**config.mk**
```make
export PLATFORM = sky130hd
export DESIGN_NAME = core_ctl_regs
export DESIGN_NICKNAME = d
export VERILOG_FILES = /design/src/rtl/ccr_pkg.sv /design/src/rtl/ccr_decode.sv /design/src/rtl/ccr_regfile.sv /design/src/rtl/ccr_readmux.sv /design/src/rtl/core_ctl_regs.sv
export SDC_FILE = /design/constraint.sdc
export NUM_CORES = 1
export LEC_CHECK = 0
export ABC_CLOCK_PERIOD_IN_PS = 1600
export BUFFER_PORTS_ARGS = -buffer_cell sky130_fd_sc_hd__buf_4
export CAP_MARGIN = 20
export CORE_AREA = 2 2 93 95
export DETAILED_ROUTE_END_ITERATION = 16
export DIE_AREA = 0 0 95 97
export PLACE_DENSITY_LB_ADDON = 0.3
export SLEW_MARGIN = 20
export SYNTH_ARGS = -nofsm -noshare
export SYNTH_HDL_FRONTEND = slang
export SYNTH_SLANG_ARGS = --single-unit
export TNS_END_PERCENT = 100
```
**constraint.sdc**
```tcl
create_clock -name clk -period 1.6 [get_ports clk]
set_clock_uncertainty 0.2 [all_clocks]
set_input_delay 0.32 -clock clk [delete_from_list [all_inputs] [get_ports clk]]
set_output_delay 0.32 -clock clk [all_outputs]
set_load 0.01 [all_outputs]
```
**src/rtl/ccr_pkg.sv**
```systemverilog
package ccr_pkg;

    localparam int unsigned DATA_W   = 32;
    localparam int unsigned OFF_CTL  = 'h0;
    localparam int unsigned OFF_PC   = 'h4;
    localparam int unsigned OFF_STAT = 'h8;

    typedef enum logic [1:0] {
        SEL_CTL  = 2'd0,
        SEL_PC   = 2'd1,
        SEL_STAT = 2'd2,
        SEL_NONE = 2'd3
    } reg_sel_e;

    // bit order matters: bit 1 fault, bit 0 halted
    typedef struct packed {
        logic fault;
        logic halted;
    } core_stat_t;

    typedef struct packed {
        logic              valid;
        logic              we;
        reg_sel_e          sel;
        logic [DATA_W-1:0] wdata;
    } reg_req_t;

    typedef struct packed {
        logic              valid;
        logic              err;
        logic [DATA_W-1:0] rdata;
    } reg_rsp_t;

    function automatic core_stat_t mask_stat(input logic held, input core_stat_t raw);
        core_stat_t m;
        m.halted = raw.halted & ~held;
        m.fault  = raw.fault  & ~held;
        return m;
    endfunction

endpackage

```
**src/rtl/ccr_decode.sv**
```systemverilog
module ccr_decode
    import ccr_pkg::*;
#(
    parameter int unsigned ADDR_W = 8
) (
    input  logic              valid,
    input  logic              we,
    input  logic [ADDR_W-1:0] addr,
    input  logic [DATA_W-1:0] wdata,
    output reg_req_t          req
);
    localparam logic [ADDR_W-1:0] A_CTL  = ADDR_W'(OFF_CTL);
    localparam logic [ADDR_W-1:0] A_PC   = ADDR_W'(OFF_PC);
    localparam logic [ADDR_W-1:0] A_STAT = ADDR_W'(OFF_STAT);

    always_comb begin
        req.valid = valid;
        req.we    = we;
        req.wdata = wdata;
        if (addr == A_CTL)       req.sel = SEL_CTL;
        else if (addr == A_PC)   req.sel = SEL_PC;
        else if (addr == A_STAT) req.sel = SEL_STAT;
        else                     req.sel = SEL_NONE;
    end
endmodule

```
**src/rtl/ccr_regfile.sv**
```systemverilog
module ccr_regfile
    import ccr_pkg::*;
(
    input  logic              clk,
    input  logic              rst_n,
    input  reg_req_t          req,
    output logic              hold_q,
    output logic [DATA_W-1:0] pc_q,
    output logic [DATA_W-1:0] boot_q
);
    logic wr;
    assign wr = req.valid & req.we;

    always_ff @(posedge clk) begin
        if (!rst_n) begin
            hold_q <= 1'b1;
            pc_q   <= '0;
            boot_q <= '0;
        end else begin
            if (wr && req.sel == SEL_CTL) hold_q <= req.wdata[0];
            if (wr && req.sel == SEL_PC)  pc_q   <= req.wdata;
            // boot address tracks the register only while the core is held
            if (hold_q) boot_q <= pc_q;
        end
    end
endmodule

```
**src/rtl/ccr_readmux.sv**
```systemverilog
module ccr_readmux
    import ccr_pkg::*;
(
    input  logic              clk,
    input  logic              rst_n,
    input  reg_req_t          req,
    input  logic              hold_q,
    input  logic [DATA_W-1:0] pc_q,
    input  core_stat_t        stat,
    output reg_rsp_t          rsp
);
    logic [DATA_W-1:0] rd;
    logic              err;

    always_comb begin
        rd  = '0;
        err = 1'b0;
        case (req.sel)
            SEL_CTL:  rd = {{(DATA_W-1){1'b0}}, hold_q};
            SEL_PC:   rd = pc_q;
            SEL_STAT: rd = {{(DATA_W-2){1'b0}}, stat};
            default:  err = 1'b1;
        endcase
        if (req.we) rd = '0;
    end

    always_ff @(posedge clk) begin
        if (!rst_n) begin
            rsp <= '0;
        end else begin
            rsp.valid <= req.valid;
            rsp.err   <= req.valid & err;
            rsp.rdata <= req.valid ? rd : '0;
        end
    end
endmodule

```
**src/rtl/core_ctl_regs.sv**
```systemverilog
module core_ctl_regs
    import ccr_pkg::*;
#(
    parameter int unsigned ADDR_W = 8
) (
    input  logic              clk,
    input  logic              rst_n,
    input  logic              req_valid,
    output logic              req_ready,
    input  logic [ADDR_W-1:0] req_addr,
    input  logic              req_we,
    input  logic [31:0]       req_wdata,
    output logic              rsp_valid,
    output logic [31:0]       rsp_rdata,
    output logic              rsp_err,
    output logic              core_rst,
    output logic [31:0]       core_boot_pc,
    input  logic              core_halted,
    input  logic              core_fault
);
    reg_req_t          req;
    reg_rsp_t          rsp;
    logic              hold_q;
    logic [DATA_W-1:0] pc_q;
    logic [DATA_W-1:0] boot_q;
    core_stat_t        raw_stat;
    core_stat_t        stat;

    assign req_ready = 1'b1;
    assign raw_stat  = '{fault: core_fault, halted: core_halted};
    assign stat      = mask_stat(hold_q, raw_stat);

    ccr_decode #(.ADDR_W(ADDR_W)) u_dec (
        .valid (req_valid & req_ready),
        .we    (req_we),
        .addr  (req_addr),
        .wdata (req_wdata),
        .req   (req)
    );

    ccr_regfile u_regs (
        .clk    (clk),
        .rst_n  (rst_n),
        .req    (req),
        .hold_q (hold_q),
        .pc_q   (pc_q),
        .boot_q (boot_q)
    );

    ccr_readmux u_rmux (
        .clk    (clk),
        .rst_n  (rst_n),
        .req    (req),
        .hold_q (hold_q),
        .pc_q   (pc_q),
        .stat   (stat),
        .rsp    (rsp)
    );

    assign rsp_valid    = rsp.valid;
    assign rsp_rdata    = rsp.rdata;
    assign rsp_err      = rsp.err;
    assign core_rst     = hold_q;
    assign core_boot_pc = boot_q;
endmodule

```
==> impl_metrics.env, run 1 <==
export IMPL_rsz0062_at_grt="false"
export IMPL_cts_tree="yes"
export IMPL_cp_max_fo=30
export IMPL_peakVddDrop_v=0.000493
export IMPL_final_cell_mix="123 x buf_4, 98 x dfxtp_1, 67 x nand2_1"
export IMPL_yosysWarnings=0
export IMPL_post_dp_hpwl_um=5210
export IMPL_hold_class="in2reg"
export IMPL_drt_pass1_iter_count=6
export IMPL_path_class="in2reg"
export IMPL_syn_inst=339
export IMPL_dr_first_iter_drc_count=44
export IMPL_cts_buffers=9
export IMPL_drtAntennaViolNets=0
export IMPL_fp_coreArea_mm2=0.00813
export IMPL_ys_seq_area_frac=0.554
export IMPL_final_cell_area_mm2=0.00481
export IMPL_antenna_cells=0
export IMPL_syn_nets=385
export IMPL_vias_per_cell=4.57
export IMPL_antenna_found_initial=0
export IMPL_clock_tree_root_cell="clkbuf_8"
export IMPL_ys_types=25
export IMPL_post_place_ws_ns=-0.307
export IMPL_power_density_mw_per_mm2=847
export IMPL_die_width_um=95
export IMPL_max_freq_ghz=0.647
export IMPL_io_pins=114
export IMPL_die_y_um=97
export IMPL_syn2layout_area_growth_pct=34.5
export IMPL_die_area_mm2=0.00922
export IMPL_grt_ovfl_total=0
export IMPL_layout_drive_gt1_share=0.361
export IMPL_synth_area_mm2=0.00358
export IMPL_setup_viol=0
export IMPL_start_util=0.440
export IMPL_setup_ws_ns=0.0549
export IMPL_finalPower_mw=4.08
export IMPL_drcViolationCount=0
export IMPL_port_buffer_count=112
export IMPL_place_congestion=0.768
export IMPL_final_common_cell="buf_4"
export IMPL_synth_seq_cells=99
export IMPL_finalNetCount=504
export IMPL_place_area_mm2=0.00461
export IMPL_routed_wirelength_um=7380
export IMPL_grt_pass1_wl_um=12100
export IMPL_start_kind="input pin"
export IMPL_track_usage=0.166
export IMPL_worstPathRequired_ns=1.69
export IMPL_htreeDepth=3
export IMPL_drv_cap=0
export IMPL_grt_max_degree=44
export IMPL_row_count=33
export IMPL_cts_buffer_depth=2
export IMPL_end_kind="flop"
export IMPL_period_minus_slack_ns=1.55
export IMPL_synth_area_per_cell_um2=10.5
export IMPL_vias=2598
export IMPL_clk_latency_ns=0.35
export IMPL_finalCritPeriodShare=0.966
export IMPL_drv_slew=0
export IMPL_cts_sinks=99
export IMPL_wire_per_inst_um=13.0
export IMPL_status="complete, no violations"
export IMPL_clk_pin_slew_worst_paths_ns=0.09
export IMPL_post_cts_buffers=0
export IMPL_p_leak_nw=2.49
export IMPL_first_global_vias=2591
export IMPL_hold_viol_final=0
export IMPL_arrival_ns=1.64
## power by group
group	switching, mW	internal [mW]
Sequential	0.00129	2.46
Combinational	0.0843	0.122
Clock	0.839	0.566
Total	0.925	3.15
## flip-flops by register name (all words and copies together) (netlist names)
name,count
u_regs.hold_q,1
u_regs.pc_q,32
u_regs.boot_q,32
u_rmux.rsp,34
## what timing repair did
| action | CTS | global route |
|---|---|---|
| endpoints found under the setup margin | 0 | 1 |
| hold buffers | 1 | 2 |
| resized for setup | 0 | 1 |
| endpoints found under the hold margin | 1 | 2 |
## area by class of cell
| cell class | instances | area (um2) |
|---|---|---|
| Sequential cell | 99 | 1990 |
| Multi-Input combinational cell | 217 | 1490 |
| Inverter | 1 | 3.75 |
| Clock buffer | 10 | 128 |
| Clock inverter | 6 | 42.5 |
| Fill cell | 696 | 3320 |
| Timing Repair Buffer | 130 | 1030 |
| Tap cell | 105 | 131 |
## final timing paths
path                         from                 to  slack, ns  depth (start not counted)
setup / recovery      req_addr[1]     u_rmux.rsp[25]       0.05                          5
hold / removal       req_wdata[1]     u_regs.pc_q[1]       0.02                          3
setup reg to reg    u_regs.hold_q  u_regs.boot_q[16]       0.39                          3
hold reg to reg   u_regs.pc_q[10]    u_regs.pc_q[10]       0.28                          2
## synthesized netlist by cell type
library cell / n / area (um2)
buf_2: 6 / 30.0
or4_4: 1 / 11.3
buf_4: 1 / 7.51
nand3_1: 2 / 10.0
inv_1: 1 / 3.75
or3_2: 1 / 7.51
a21oi_1: 2 / 10.0
conb_1: 1 / 3.75
nor2_1: 3 / 11.3
a22oi_1: 1 / 7.51
nor4_4: 1 / 21.3
nor4bb_1: 1 / 10.0
and2_1: 13 / 81.3
or2b_1: 1 / 7.51
nor2b_1: 35 / 219
nand3b_1: 1 / 7.51
nor4_1: 1 / 6.26
mux2i_1: 66 / 661
and2_2: 17 / 128
buf_6: 3 / 33.8
nand2_1: 67 / 251
nor3b_1: 1 / 7.51
or2_2: 2 / 12.5
clkbuf_1: 12 / 45.0
dfxtp_1: 99 / 1980
## per-stage QoR
| stage | hold slack [ns] | TNS, ns | util | std cells |
|---|---|---|---|---|
| final | 0.0208 | 0 | 0.591 | 568 |
| after global routing | 0.00209 | 0 | 0.591 | 568 |
| after CTS | 0.00105 | 0 | 0.589 | 566 |
| after detailed placement | 0.264 | -12.25 | 0.567 | 549 |
| after global placement | 0.255 | -12.55 | 0.567 | 549 |
| after floorplan | 0.231 | -3.17 | - | 339 |
## per-layer routing
metal,track usage,share of wire,routed length (um)
met3,0.0561,0.063,465
met4,0.0546,0.011,80
met2,0.270,0.48,3570
met5,0,0,0
met1,0.205,0.44,3260
## worst max-delay path, cell delays in order
cell and delay, ns:
buf_4 0.11, or4_4 0.54, nor4_4 0.29, buf_12 0.22, and2_2 0.15
## cells by family after synthesis
group / synth area share
buffers and inverters: 0.0336
and+or+nand+nor: 0.221
other: 0.00105
AOI/OAI and AO/OA: 0.00490
DFF: 0.554
muxes: 0.185
No activity file was read; power rests on OpenSTA's default activity.
==> inputs of run 2 (changes only) <==
- BUFFER_PORTS_ARGS: -buffer_cell sky130_fd_sc_hd__buf_4 -> unset
- CORE_AREA: 2 2 93 95 -> 2 2 83 85
- DIE_AREA: 0 0 95 97 -> 0 0 85 87
- DONT_BUFFER_PORTS: unset -> 1
==> impl_metrics.env, run 2 (synthesis gave the netlist of run 1 again) <==
export IMPL_start_util=0.544
export IMPL_period_minus_slack_ns=1.52
export IMPL_top_register="u_rmux.rsp"
export IMPL_first_global_vias=2683
export IMPL_final_cell_mix="98 x dfxtp_1, 77 x dlygate4sd3_1, 67 x nand2_1"
export IMPL_end_kind="flop"
export IMPL_dr_first_iter_drc_count=63
export IMPL_fin_setup_tns_ns=0
export IMPL_power_density_mw_per_mm2=913
export IMPL_vias_per_cell=5.07
export IMPL_finalNetCount=462
export IMPL_grt_max_degree=60
export IMPL_rsz0062_at_grt="false"
export IMPL_track_usage=0.220
export IMPL_drtAntennaViolNets=0
export IMPL_place_congestion=0.717
export IMPL_hold_ws_ns=0.0583
export IMPL_clk_latency_ns=0.36
export IMPL_peakVddDrop_v=0.000596
export IMPL_grt_pass1_wl_um=12700
export IMPL_die_y_um=87
export IMPL_syn2layout_area_growth_pct=30.3
export IMPL_top_regs="u_rmux.rsp (34), u_regs.boot_q (32), u_regs.pc_q (32)"
export IMPL_finalPower_mw=4.26
export IMPL_p_leak_nw=2.15
export IMPL_arrival_ns=1.60
export IMPL_antenna_cells=0
export IMPL_die_area_mm2=0.00740
export IMPL_cts_sinks=99
export IMPL_routed_wirelength_um=8070
export IMPL_io_pins=114
export IMPL_fin_cells=501
export IMPL_final_cell_area_mm2=0.00466
export IMPL_htreeDepth=3
export IMPL_hold_viol_final=0
export IMPL_die_width_um=85
export IMPL_hold_class="in2reg"
export IMPL_cts_buffer_depth=2
export IMPL_max_freq_ghz=0.659
export IMPL_cts_buffers=9
export IMPL_place_area_mm2=0.00367
export IMPL_port_buffer_count=0
export IMPL_finalCritPeriodShare=0.949
export IMPL_drv_cap=0
export IMPL_drv_slew=0
export IMPL_clock_tree_root_cell="clkbuf_8"
export IMPL_vias=2540
export IMPL_post_dp_hpwl_um=4310
export IMPL_grt_ovfl_total=0
export IMPL_status="complete, no violations"
export IMPL_worstPathRequired_ns=1.68
export IMPL_wire_per_inst_um=16.1
export IMPL_setup_viol=0
export IMPL_post_cts_buffers=0
export IMPL_clk_pin_slew_worst_paths_ns=0.09
export IMPL_fp_coreArea_mm2=0.00657
export IMPL_place_inst=406
export IMPL_layout_drive_gt1_share=0.119
export IMPL_drcViolationCount=0
export IMPL_drt_pass1_iter_count=4
export IMPL_path_class="in2reg"
export IMPL_largest_register_ffs=34
export IMPL_final_common_cell="dfxtp_1"
export IMPL_start_kind="input pin"
export IMPL_antenna_found_initial=0
export IMPL_row_count=30
export IMPL_cp_max_fo=1
export IMPL_cts_tree="yes"
[run 2: critical path, cell delays in order]
cell and delay (ns):
dlygate4sd3_1 0.54, nand2_1 0.05, dlygate4sd3_1 0.55, mux2i_1 0.14
[run 2: per-stage QoR]
stage | setup slack (ns) | utilization
after floorplan | -0.114 | -
after global placement | -0.149 | 0.558
after detailed placement | -0.180 | 0.558
after CTS | 0.0732 | 0.709
after global routing | 0.0192 | 0.710
final | 0.0817 | 0.710
[run 2: final cells by class]
cell class / count / area (um2)
Clock buffer: 10 / 128
Clock inverter: 6 / 63.8
Fill cell: 472 / 1910
Inverter: 1 / 3.75
Multi-Input combinational cell: 217 / 1490
Sequential cell: 99 / 1980
Tap cell: 80 / 100
Timing Repair Buffer: 88 / 896
[run 2: what timing repair did]
| action | in CTS | in global routing |
|---|---|---|
| hold endpoints to repair | 69 | 0 |
| setup endpoints to repair | 0 | 1 |
| hold buffers | 79 | 0 |
| gates resized for setup | 0 | 1 |
[run 2: report_power, final]
| group | leakage, nW | internal [mW] | switching [mW] |
|---|---|---|---|
| combinational | 1.26 | 0.155 | 0.0714 |
| clock | 0.0927 | 0.723 | 0.839 |
| sequential | 0.797 | 2.46 | 0.00312 |
[run 2: path summary, 6_finish.rpt]
check	start	end	slack, ns	cells past startpoint
worst min register to register	u_regs.pc_q[2]	u_regs.pc_q[2]	0.28	2
worst min-delay path	req_addr[3]	u_rmux.rsp[0]	0.06	3
worst max register to register	u_regs.pc_q[20]	u_regs.pc_q[20]	0.18	3
worst max-delay path	req_wdata[12]	u_regs.pc_q[12]	0.08	4
[run 2: metal layers]
layer / share of wire / global-route usage / up-vias
met5: 0 / 0 / -
met1: 0.40 / 0.241 / 1206
met4: 0.024 / 0.111 / 0
met2: 0.52 / 0.391 / 75
li1: - / - / 1243
met3: 0.059 / 0.0588 / 16
